==> config.mk <==
export PLATFORM = sky130hd
export DESIGN_NAME = ee_image_loader
export DESIGN_NICKNAME = d
export VERILOG_FILES = /design/src/rtl/ee_loader_pkg.sv /design/src/rtl/ee_loader_ctrl.sv /design/src/rtl/ee_loader_dp.sv /design/src/rtl/ee_image_loader.sv
export SDC_FILE = /design/constraint.sdc
export NUM_CORES = 2
export LEC_CHECK = 0
export ABC_AREA = 1
export BUFFER_PORTS_ARGS = -buffer_cell sky130_fd_sc_hd__buf_2
export CAP_MARGIN = 40
export CORE_MARGIN = 1.5
export CORE_UTILIZATION = 35
export CTS_BUF_LIST = sky130_fd_sc_hd__clkbuf_16
export DETAILED_ROUTE_END_ITERATION = 8
export SYNTH_ARGS = -nofsm -noshare
export SYNTH_HDL_FRONTEND = slang
export SYNTH_SLANG_ARGS = --single-unit
export TNS_END_PERCENT = 100
==> constraint.sdc <==
create_clock -name clk -period 5.78 [get_ports clk]
set_input_delay 1.445 -clock clk [delete_from_list [all_inputs] [get_ports clk]]
set_output_delay 1.445 -clock clk [all_outputs]
set_load 0.01 [all_outputs]
==> src/rtl/ee_loader_pkg.sv <==
package ee_loader_pkg;

  typedef enum logic [2:0] {
    S_IDLE,
    S_RD_ISSUE,
    S_RD_WAIT,
    S_JUDGE,
    S_WR_ISSUE,
    S_WR_WAIT
  } loadState_t;

  // strobes from control to datapath
  typedef struct packed {
    logic clrAcc;    // zero index and running sum
    logic clrValid;  // drop image-valid at pass start
    logic capture;   // store returned word, accumulate, step index
    logic latchBal;  // compute balancing word from partial sum
    logic storeBal;  // copy balancing word into last slot
    logic judge;     // evaluate checksum and signature
  } dpStrobe_t;

endpackage

==> src/rtl/ee_loader_ctrl.sv <==
module ee_loader_ctrl
  import ee_loader_pkg::*;
(
  input  logic      clk,
  input  logic      rstN,
  input  logic      startPulse,
  input  logic      updateReq,
  input  logic      memRdDone,
  input  logic      memWrDone,
  input  logic      atLast,
  input  logic      atPenult,
  output dpStrobe_t strobe,
  output logic      memRdReq,
  output logic      memWrReq,
  output logic      busy
);

  loadState_t state;
  logic       updMode;
  logic       bootPending;
  logic       goAny;
  logic       passEnd;

  assign goAny   = updateReq | startPulse | bootPending;
  assign passEnd = updMode ? atPenult : atLast;

  always_ff @(posedge clk or negedge rstN) begin
    if (!rstN) begin
      state       <= S_IDLE;
      updMode     <= 1'b0;
      bootPending <= 1'b1;
    end else begin
      case (state)
        S_IDLE: begin
          if (goAny) begin
            state       <= S_RD_ISSUE;
            updMode     <= updateReq;   // update wins over start
            bootPending <= 1'b0;
          end
        end
        S_RD_ISSUE: state <= S_RD_WAIT;
        S_RD_WAIT: begin
          if (memRdDone) state <= passEnd ? S_JUDGE : S_RD_ISSUE;
        end
        S_JUDGE: state <= updMode ? S_WR_ISSUE : S_IDLE;
        S_WR_ISSUE: state <= S_WR_WAIT;
        S_WR_WAIT: begin
          if (memWrDone) begin
            state   <= S_RD_ISSUE;
            updMode <= 1'b0;
          end
        end
        default: state <= S_IDLE;
      endcase
    end
  end

  always_comb begin
    strobe          = '0;
    strobe.clrAcc   = ((state == S_IDLE) && goAny) ||
                      ((state == S_WR_WAIT) && memWrDone);
    strobe.clrValid = (state == S_IDLE) && goAny;
    strobe.capture  = (state == S_RD_WAIT) && memRdDone;
    strobe.latchBal = (state == S_JUDGE) && updMode;
    strobe.judge    = (state == S_JUDGE) && !updMode;
    strobe.storeBal = (state == S_WR_WAIT) && memWrDone;
  end

  assign memRdReq = (state == S_RD_ISSUE);
  assign memWrReq = (state == S_WR_ISSUE);
  assign busy     = (state != S_IDLE);


  rd_pulse_chk: assert property (@(posedge clk) disable iff (!rstN)
    memRdReq |=> !memRdReq);


  wr_pulse_chk: assert property (@(posedge clk) disable iff (!rstN)
    memWrReq |=> !memWrReq);


  busy_req_ignored_chk: assert property (@(posedge clk) disable iff (!rstN)
    (busy && !memWrDone && !(memRdDone && passEnd) && state != S_JUDGE) |=> busy);

endmodule

==> src/rtl/ee_loader_dp.sv <==
module ee_loader_dp
  import ee_loader_pkg::*;
#(
  parameter int                 WORDS      = 64,
  parameter int                 DATA_W     = 16,
  parameter int                 ADDR_W     = $clog2(WORDS),
  parameter logic [DATA_W-1:0]  SUM_TARGET = 16'hBABA,
  parameter logic [DATA_W-1:0]  SIG_MASK   = 16'hC000,
  parameter logic [DATA_W-1:0]  SIG_VALUE  = 16'h4000,
  parameter int                 SIG_INDEX  = 10
) (
  input  logic              clk,
  input  logic              rstN,
  input  dpStrobe_t         strobe,
  input  logic [DATA_W-1:0] memRdData,
  input  logic [ADDR_W-1:0] lookAddr,
  output logic [ADDR_W-1:0] memRdAddr,
  output logic [ADDR_W-1:0] memWrAddr,
  output logic [DATA_W-1:0] memWrData,
  output logic              atLast,
  output logic              atPenult,
  output logic              imageValid,
  output logic [DATA_W-1:0] lookData
);

  localparam logic [ADDR_W-1:0] LAST_IDX   = ADDR_W'(WORDS - 1);
  localparam logic [ADDR_W-1:0] PENULT_IDX = ADDR_W'(WORDS - 2);

  logic [DATA_W-1:0] words [WORDS];
  logic [ADDR_W-1:0] idx;
  logic [DATA_W-1:0] sumAcc;
  logic [DATA_W-1:0] balance;
  logic              sumGood;
  logic              sigGood;

  // captured image
  always_ff @(posedge clk or negedge rstN) begin
    if (!rstN) begin
      for (int i = 0; i < WORDS; i++) words[i] <= '0;
    end else begin
      for (int i = 0; i < WORDS; i++) begin
        if (strobe.capture && idx == ADDR_W'(i)) words[i] <= memRdData;
        else if (strobe.storeBal && i == WORDS - 1) words[i] <= balance;
      end
    end
  end

  // index and running sum
  always_ff @(posedge clk or negedge rstN) begin
    if (!rstN) begin
      idx    <= '0;
      sumAcc <= '0;
    end else if (strobe.clrAcc) begin
      idx    <= '0;
      sumAcc <= '0;
    end else if (strobe.capture) begin
      sumAcc <= sumAcc + memRdData;
      if (idx != LAST_IDX) idx <= idx + 1'b1;
    end
  end

  always_ff @(posedge clk or negedge rstN) begin
    if (!rstN)                balance <= '0;
    else if (strobe.latchBal) balance <= SUM_TARGET - sumAcc;
  end

  assign sumGood = (sumAcc == SUM_TARGET);
  assign sigGood = ((words[SIG_INDEX] & SIG_MASK) == SIG_VALUE);

  always_ff @(posedge clk or negedge rstN) begin
    if (!rstN)                imageValid <= 1'b0;
    else if (strobe.clrValid) imageValid <= 1'b0;
    else if (strobe.judge)    imageValid <= sumGood && sigGood;
  end

  assign memRdAddr = idx;
  assign memWrAddr = LAST_IDX;
  assign memWrData = balance;
  assign atLast    = (idx == LAST_IDX);
  assign atPenult  = (idx == PENULT_IDX);
  assign lookData  = words[lookAddr];


  valid_rise_judge_chk: assert property (@(posedge clk) disable iff (!rstN)
    $rose(imageValid) |-> $past(strobe.judge));


  bal_stored_chk: assert property (@(posedge clk) disable iff (!rstN)
    strobe.storeBal |=> (words[WORDS-1] == $past(balance)));

endmodule

==> src/rtl/ee_image_loader.sv <==
module ee_image_loader
  import ee_loader_pkg::*;
#(
  parameter int                 WORDS      = 64,
  parameter int                 DATA_W     = 16,
  parameter logic [DATA_W-1:0]  SUM_TARGET = 16'hBABA,
  parameter logic [DATA_W-1:0]  SIG_MASK   = 16'hC000,
  parameter logic [DATA_W-1:0]  SIG_VALUE  = 16'h4000,
  parameter int                 SIG_INDEX  = 10,
  localparam int                ADDR_W     = $clog2(WORDS)
) (
  input  logic              clk,
  input  logic              rstN,
  input  logic              startPulse,
  input  logic              updateReq,
  output logic              memRdReq,
  output logic [ADDR_W-1:0] memRdAddr,
  input  logic              memRdDone,
  input  logic [DATA_W-1:0] memRdData,
  output logic              memWrReq,
  output logic [ADDR_W-1:0] memWrAddr,
  output logic [DATA_W-1:0] memWrData,
  input  logic              memWrDone,
  output logic              busy,
  output logic              imageValid,
  input  logic [ADDR_W-1:0] lookAddr,
  output logic [DATA_W-1:0] lookData
);

  dpStrobe_t strobe;
  logic      atLast;
  logic      atPenult;

  ee_loader_ctrl u_ctrl (
    .clk        (clk),
    .rstN       (rstN),
    .startPulse (startPulse),
    .updateReq  (updateReq),
    .memRdDone  (memRdDone),
    .memWrDone  (memWrDone),
    .atLast     (atLast),
    .atPenult   (atPenult),
    .strobe     (strobe),
    .memRdReq   (memRdReq),
    .memWrReq   (memWrReq),
    .busy       (busy)
  );

  ee_loader_dp #(
    .WORDS      (WORDS),
    .DATA_W     (DATA_W),
    .ADDR_W     (ADDR_W),
    .SUM_TARGET (SUM_TARGET),
    .SIG_MASK   (SIG_MASK),
    .SIG_VALUE  (SIG_VALUE),
    .SIG_INDEX  (SIG_INDEX)
  ) u_dp (
    .clk        (clk),
    .rstN       (rstN),
    .strobe     (strobe),
    .memRdData  (memRdData),
    .lookAddr   (lookAddr),
    .memRdAddr  (memRdAddr),
    .memWrAddr  (memWrAddr),
    .memWrData  (memWrData),
    .atLast     (atLast),
    .atPenult   (atPenult),
    .imageValid (imageValid),
    .lookData   (lookData)
  );


  valid_low_busy_chk: assert property (@(posedge clk) disable iff (!rstN)
    busy |-> !imageValid);


  rd_addr_stable_chk: assert property (@(posedge clk) disable iff (!rstN)
    memRdReq |=> $stable(memRdAddr));


  wr_addr_last_chk: assert property (@(posedge clk) disable iff (!rstN)
    memWrReq |-> (memWrAddr == ADDR_W'(WORDS - 1)));

endmodule

==> flow_metrics.py <==
metrics = {
    "floorplan": {
        "boundaryPins": 76,
        "rows": 137,
        "die_height_um": 379,
        "design.core.area_um2": 140000,
        "starting_density_of_the_core_pct": 35.4,
        "design.die.area_um2": 144000,
        "die_x_um": 379,
    },
    "clocking": {
        "postCtsSetupRepairBufs": 0,
        "tritoncts": "done",
        "htree_num_levels": 3,
        "cts_inserted_buffers": 117,
        "clock_sinks": 1068,
        "cts-resized-gates": 0,
        "cts.path.max_buffers": 3,
        "cts-hold-fix-buffers": 0,
        "clock_latency_ns": 0.71,
        "clk_pin_slew_ns": 0.06,
        "cts_root_buffer": "sky130_fd_sc_hd__clkbuf_16",
    },
    "finish": {
        "area.growth.synth_to_final_pct": 13.0,
        "fillCellCount": 14300,
        "design.final.nets": 6209,
        "ff_latch_area_um2": 26700,
        "final_layout_size_suffix_gt1_share_pct": 6.90,
        "multiInputGateArea_um2": 20400,
    },
    "timing": {
        "clock.fmax_mhz": 186,
        "fin_crit_sh_pct": 92.9,
        "timing.setup.tns_ns": 0,
        "maxSlewViolCount": 0,
        "hold_viol_final": 0,
        "relSlewSlack_pct": 37.9,
        "hold-worst-slack_ns": 0.458,
        "worst_slew_pin_slew_ns": 0.928,
        "clock_skew_ns": 0.0283,
        "period_needed_ns": 5.37,
        "rsz_0062_raised_after_global_routing": "false",
        "setup_viol": 0,
    },
    "placement": {
        "place.port_buffers": 69,
        "final_hpwl_from_detailed_placement_mm": 99.6,
        "gp_congestion": 0.879,
    },
    "synthesis": {
        "synth_largest_type_area_fraction_pct": 54.0,
        "synth_largest_area_cell": "sky130_fd_sc_hd__dfrtp_1",
        "sequential_element_share_of_the_synthesized_area_pct": 54.0,
        "netlist-cell-type-count": 31,
        "yosysWarningCount": 0,
        "synth.avg_cell_area_um2": 7.82,
        "syn_area_um2": 49500,
        "netlist_instances": 6324,
        "synth_seq_cells": 1068,
        "synthTopCellsByArea": "sky130_fd_sc_hd__dfrtp_1 (54%), sky130_fd_sc_hd__nand2_1 (19%), sky130_fd_sc_hd__o21ai_0 (10%), sky130_fd_sc_hd__nand3_1 (9.2%), sky130_fd_sc_hd__clkbuf_1 (3.6%)",
    },
    "routing": {
        "drc_errors": 0,
        "first_pass_iters": 6,
        "post_route_wl_mm": 163,
        "drt-vias-per-instance": 5.33,
        "dr.first_iter.drc_count": 4807,
        "drt_wl_cell_um": 20.1,
        "detail-route-antenna-nets": 0,
        "count_of_vias_placed_by_the_detailed_router": 43400,
    },
    "setup_path": {
        "critPathMaxFanout": 65,
        "crit_path_capture_type": "primary output",
        "worstPathRequired_ns": 4.34,
        "worstSetupPathType": "input port to primary output",
        "worst-endpoint-arrival_ns": 3.92,
        "setup.reg_to_reg.worst_slack_ns": 2.86,
        "startpoint_type": "input port",
    },
    "pwr": {
        "pwr_density_cell_nw_per_um2": 323,
        "total_leakage_power_uw": 0.0253,
        "max-vdd-ir-drop_mv": 0.245,
    },
    "global_routing": {
        "grt_overflow": 0,
        "global_route_wire_length_before_repair_mm": 252,
        "grt_antenna_before_repair": 7,
        "grt_max_degree": 114,
        "grt_pass1_vias": 40700,
        "grt_use_total_pct": 22.6,
    },
    "min_path": {
        "worst_min_delay_path_class": "register to register",
    },
    "run_status": {
        "outcome": "finished, final reports clean",
    },
    "job": {
        "reported_max_cap_violation_count": 0,
    },
}
==> path summary, 6_finish.rpt <==
| path | cells after the start | from | to |
|---|---|---|---|
| worst min register to register | 2 | u_ctrl.bootPending | u_ctrl.bootPending |
| worst min-delay path | 2 | u_ctrl.bootPending | u_ctrl.bootPending |
| worst max register to register | 7 | u_dp.memRdAddr[5] | u_dp.words[953] |
| worst max-delay path | 12 | lookAddr[0] | lookData[5] |
| min in group asynchronous | 1 | rstN | u_dp.words[373] |
| max in group asynchronous | 2 | rstN | u_dp.words[597] |
==> report_power, final <==
part | switching (µW) | internal (µW)
Clock | 3130 | 4060
Combinational | 1730 | 777
Sequential | 365 | 7970
Total | 5220 | 12800
==> worst max-delay path, stage by stage <==
cell and delay, ns:
sky130_fd_sc_hd__buf_8 0.17, sky130_fd_sc_hd__inv_8 0.36, sky130_fd_sc_hd__buf_12 0.36, sky130_fd_sc_hd__nand2_1 0.09
sky130_fd_sc_hd__nand3_1 0.08, sky130_fd_sc_hd__nand3_1 0.14, sky130_fd_sc_hd__nand2_1 0.11, sky130_fd_sc_hd__nand2_1 0.07
sky130_fd_sc_hd__nand3_1 0.23, sky130_fd_sc_hd__nand3_1 0.26, sky130_fd_sc_hd__nand2_1 0.31, sky130_fd_sc_hd__buf_2 0.20
==> synth_stat cells <==
cell type / n
sky130_fd_sc_hd__conb_1: 1
sky130_fd_sc_hd__nand3_1: 912
sky130_fd_sc_hd__clkinv_1: 17
sky130_fd_sc_hd__inv_2: 5
sky130_fd_sc_hd__o21a_1: 1
sky130_fd_sc_hd__nor4_1: 2
sky130_fd_sc_hd__clkbuf_1: 475
sky130_fd_sc_hd__nor2_2: 2
sky130_fd_sc_hd__buf_4: 12
sky130_fd_sc_hd__nor2_4: 4
sky130_fd_sc_hd__nand3b_1: 3
sky130_fd_sc_hd__fa_1: 1
sky130_fd_sc_hd__or2_2: 1
sky130_fd_sc_hd__xor2_1: 7
sky130_fd_sc_hd__inv_1: 66
sky130_fd_sc_hd__dfrtp_1: 1067
sky130_fd_sc_hd__o21ai_0: 997
sky130_fd_sc_hd__o211ai_1: 18
sky130_fd_sc_hd__buf_2: 16
sky130_fd_sc_hd__dfstp_2: 1
sky130_fd_sc_hd__buf_1: 23
sky130_fd_sc_hd__a21oi_1: 78
sky130_fd_sc_hd__and3_1: 1
sky130_fd_sc_hd__nand2_1: 2474
sky130_fd_sc_hd__nor2_1: 88
sky130_fd_sc_hd__o22ai_1: 4
sky130_fd_sc_hd__nand4_1: 14
sky130_fd_sc_hd__nor3_1: 7
sky130_fd_sc_hd__xnor2_1: 3
sky130_fd_sc_hd__ha_1: 21
sky130_fd_sc_hd__nor3_4: 3
==> cell usage in the layout (no fill, tap or decap), types with 2 or more instances in the layout <==
cell type	synthesis	layout
sky130_fd_sc_hd__inv_6	0	6
sky130_fd_sc_hd__buf_8	0	19
sky130_fd_sc_hd__buf_2	16	65
sky130_fd_sc_hd__nand2_1	2474	2474
sky130_fd_sc_hd__nand3b_1	3	3
sky130_fd_sc_hd__inv_8	0	2
sky130_fd_sc_hd__nand3_1	912	912
sky130_fd_sc_hd__bufinv_16	0	8
sky130_fd_sc_hd__conb_1	1	6
sky130_fd_sc_hd__clkinv_2	0	25
sky130_fd_sc_hd__xnor2_1	3	3
sky130_fd_sc_hd__buf_16	0	5
sky130_fd_sc_hd__inv_1	66	96
sky130_fd_sc_hd__clkinvlp_4	0	2
sky130_fd_sc_hd__o22ai_1	4	4
sky130_fd_sc_hd__nor3_1	7	7
sky130_fd_sc_hd__nor2_2	2	2
sky130_fd_sc_hd__nor4_1	2	2
sky130_fd_sc_hd__o211ai_1	18	18
sky130_fd_sc_hd__xor2_1	7	7
sky130_fd_sc_hd__buf_4	12	103
sky130_fd_sc_hd__buf_12	0	45
sky130_fd_sc_hd__a21oi_1	78	78
sky130_fd_sc_hd__dfrtp_1	1067	1067
sky130_fd_sc_hd__clkinv_1	17	27
sky130_fd_sc_hd__nor2_4	4	4
sky130_fd_sc_hd__clkbuf_16	0	119
sky130_fd_sc_hd__diode_2	0	2
sky130_fd_sc_hd__nor2_1	88	88
sky130_fd_sc_hd__inv_2	5	20
sky130_fd_sc_hd__o21ai_0	997	997
sky130_fd_sc_hd__nor3_4	3	3
sky130_fd_sc_hd__ha_1	21	21
sky130_fd_sc_hd__nand4_1	14	14
==> cell families (layout without fill, tap and decap cells) <==
| kind of cell | after synthesis | count (layout) | share of synthesized area (%) |
|---|---|---|---|
| XOR/XNOR | 10 | 10 | 0.177 |
| other | 1 | 8 | 0.00758 |
| AO/OA/AOI/OAI | 1098 | 1098 | 11.2 |
| adder cells (fa/ha/maj) | 22 | 22 | 0.572 |
| AND/OR/NAND/NOR | 3511 | 3511 | 29.2 |
| buffers and inverters | 614 | 544 | 4.79 |
| flip-flops | 1068 | 1068 | 54.0 |
==> flip-flops by register name, summed over array words and instances (netlist names) <==
register / cells
u_dp.words: 1024
u_dp.memWrData: 16
u_dp.sumAcc: 16
u_dp.memRdAddr: 6
u_ctrl.state: 3
u_ctrl.bootPending: 1
u_ctrl.updMode: 1
u_dp.imageValid: 1
==> metal layers <==
metal | vias up | global-route usage, % | share of wire (%)
met5 | - | 0 | 0.024
met4 | 6 | 6.66 | 2.7
met3 | 240 | 3.55 | 7.6
met2 | 1569 | 35.1 | 45
met1 | 21200 | 32.3 | 45
li1 | 20400 | - | -
==> layout make-up <==
class                           count  area share, %
Antenna cell                        2        0.00896
Clock buffer                      119           5.33
Clock inverter                    100           1.18
Inverter                           88          0.622
Multi-Input combinational cell   4647           36.5
Sequential cell                  1068           47.8
Tap cell                         1876           4.20
Timing Repair Buffer              237           4.33
==> metrics by stage <==
step | util [%] | instance area (µm²) | std cells | power (µW) | setup slack (ns)
2_1_floorplan | - | 49500 | 6329 | 9890 | 1.54
3_3_place_gp | 37.0 | 51700 | 7888 | 10900 | 0.550
3_5_place_dp | 37.3 | 52200 | 7916 | 11000 | 0.553
4_1_cts | 40.0 | 55900 | 8135 | 18100 | 0.551
5_1_grt | 40.0 | 55900 | 8135 | 18800 | 0.464
6_report | 40.0 | 55900 | 8137 | 18000 | 0.413
No activity file was read; power rests on OpenSTA's default activity.
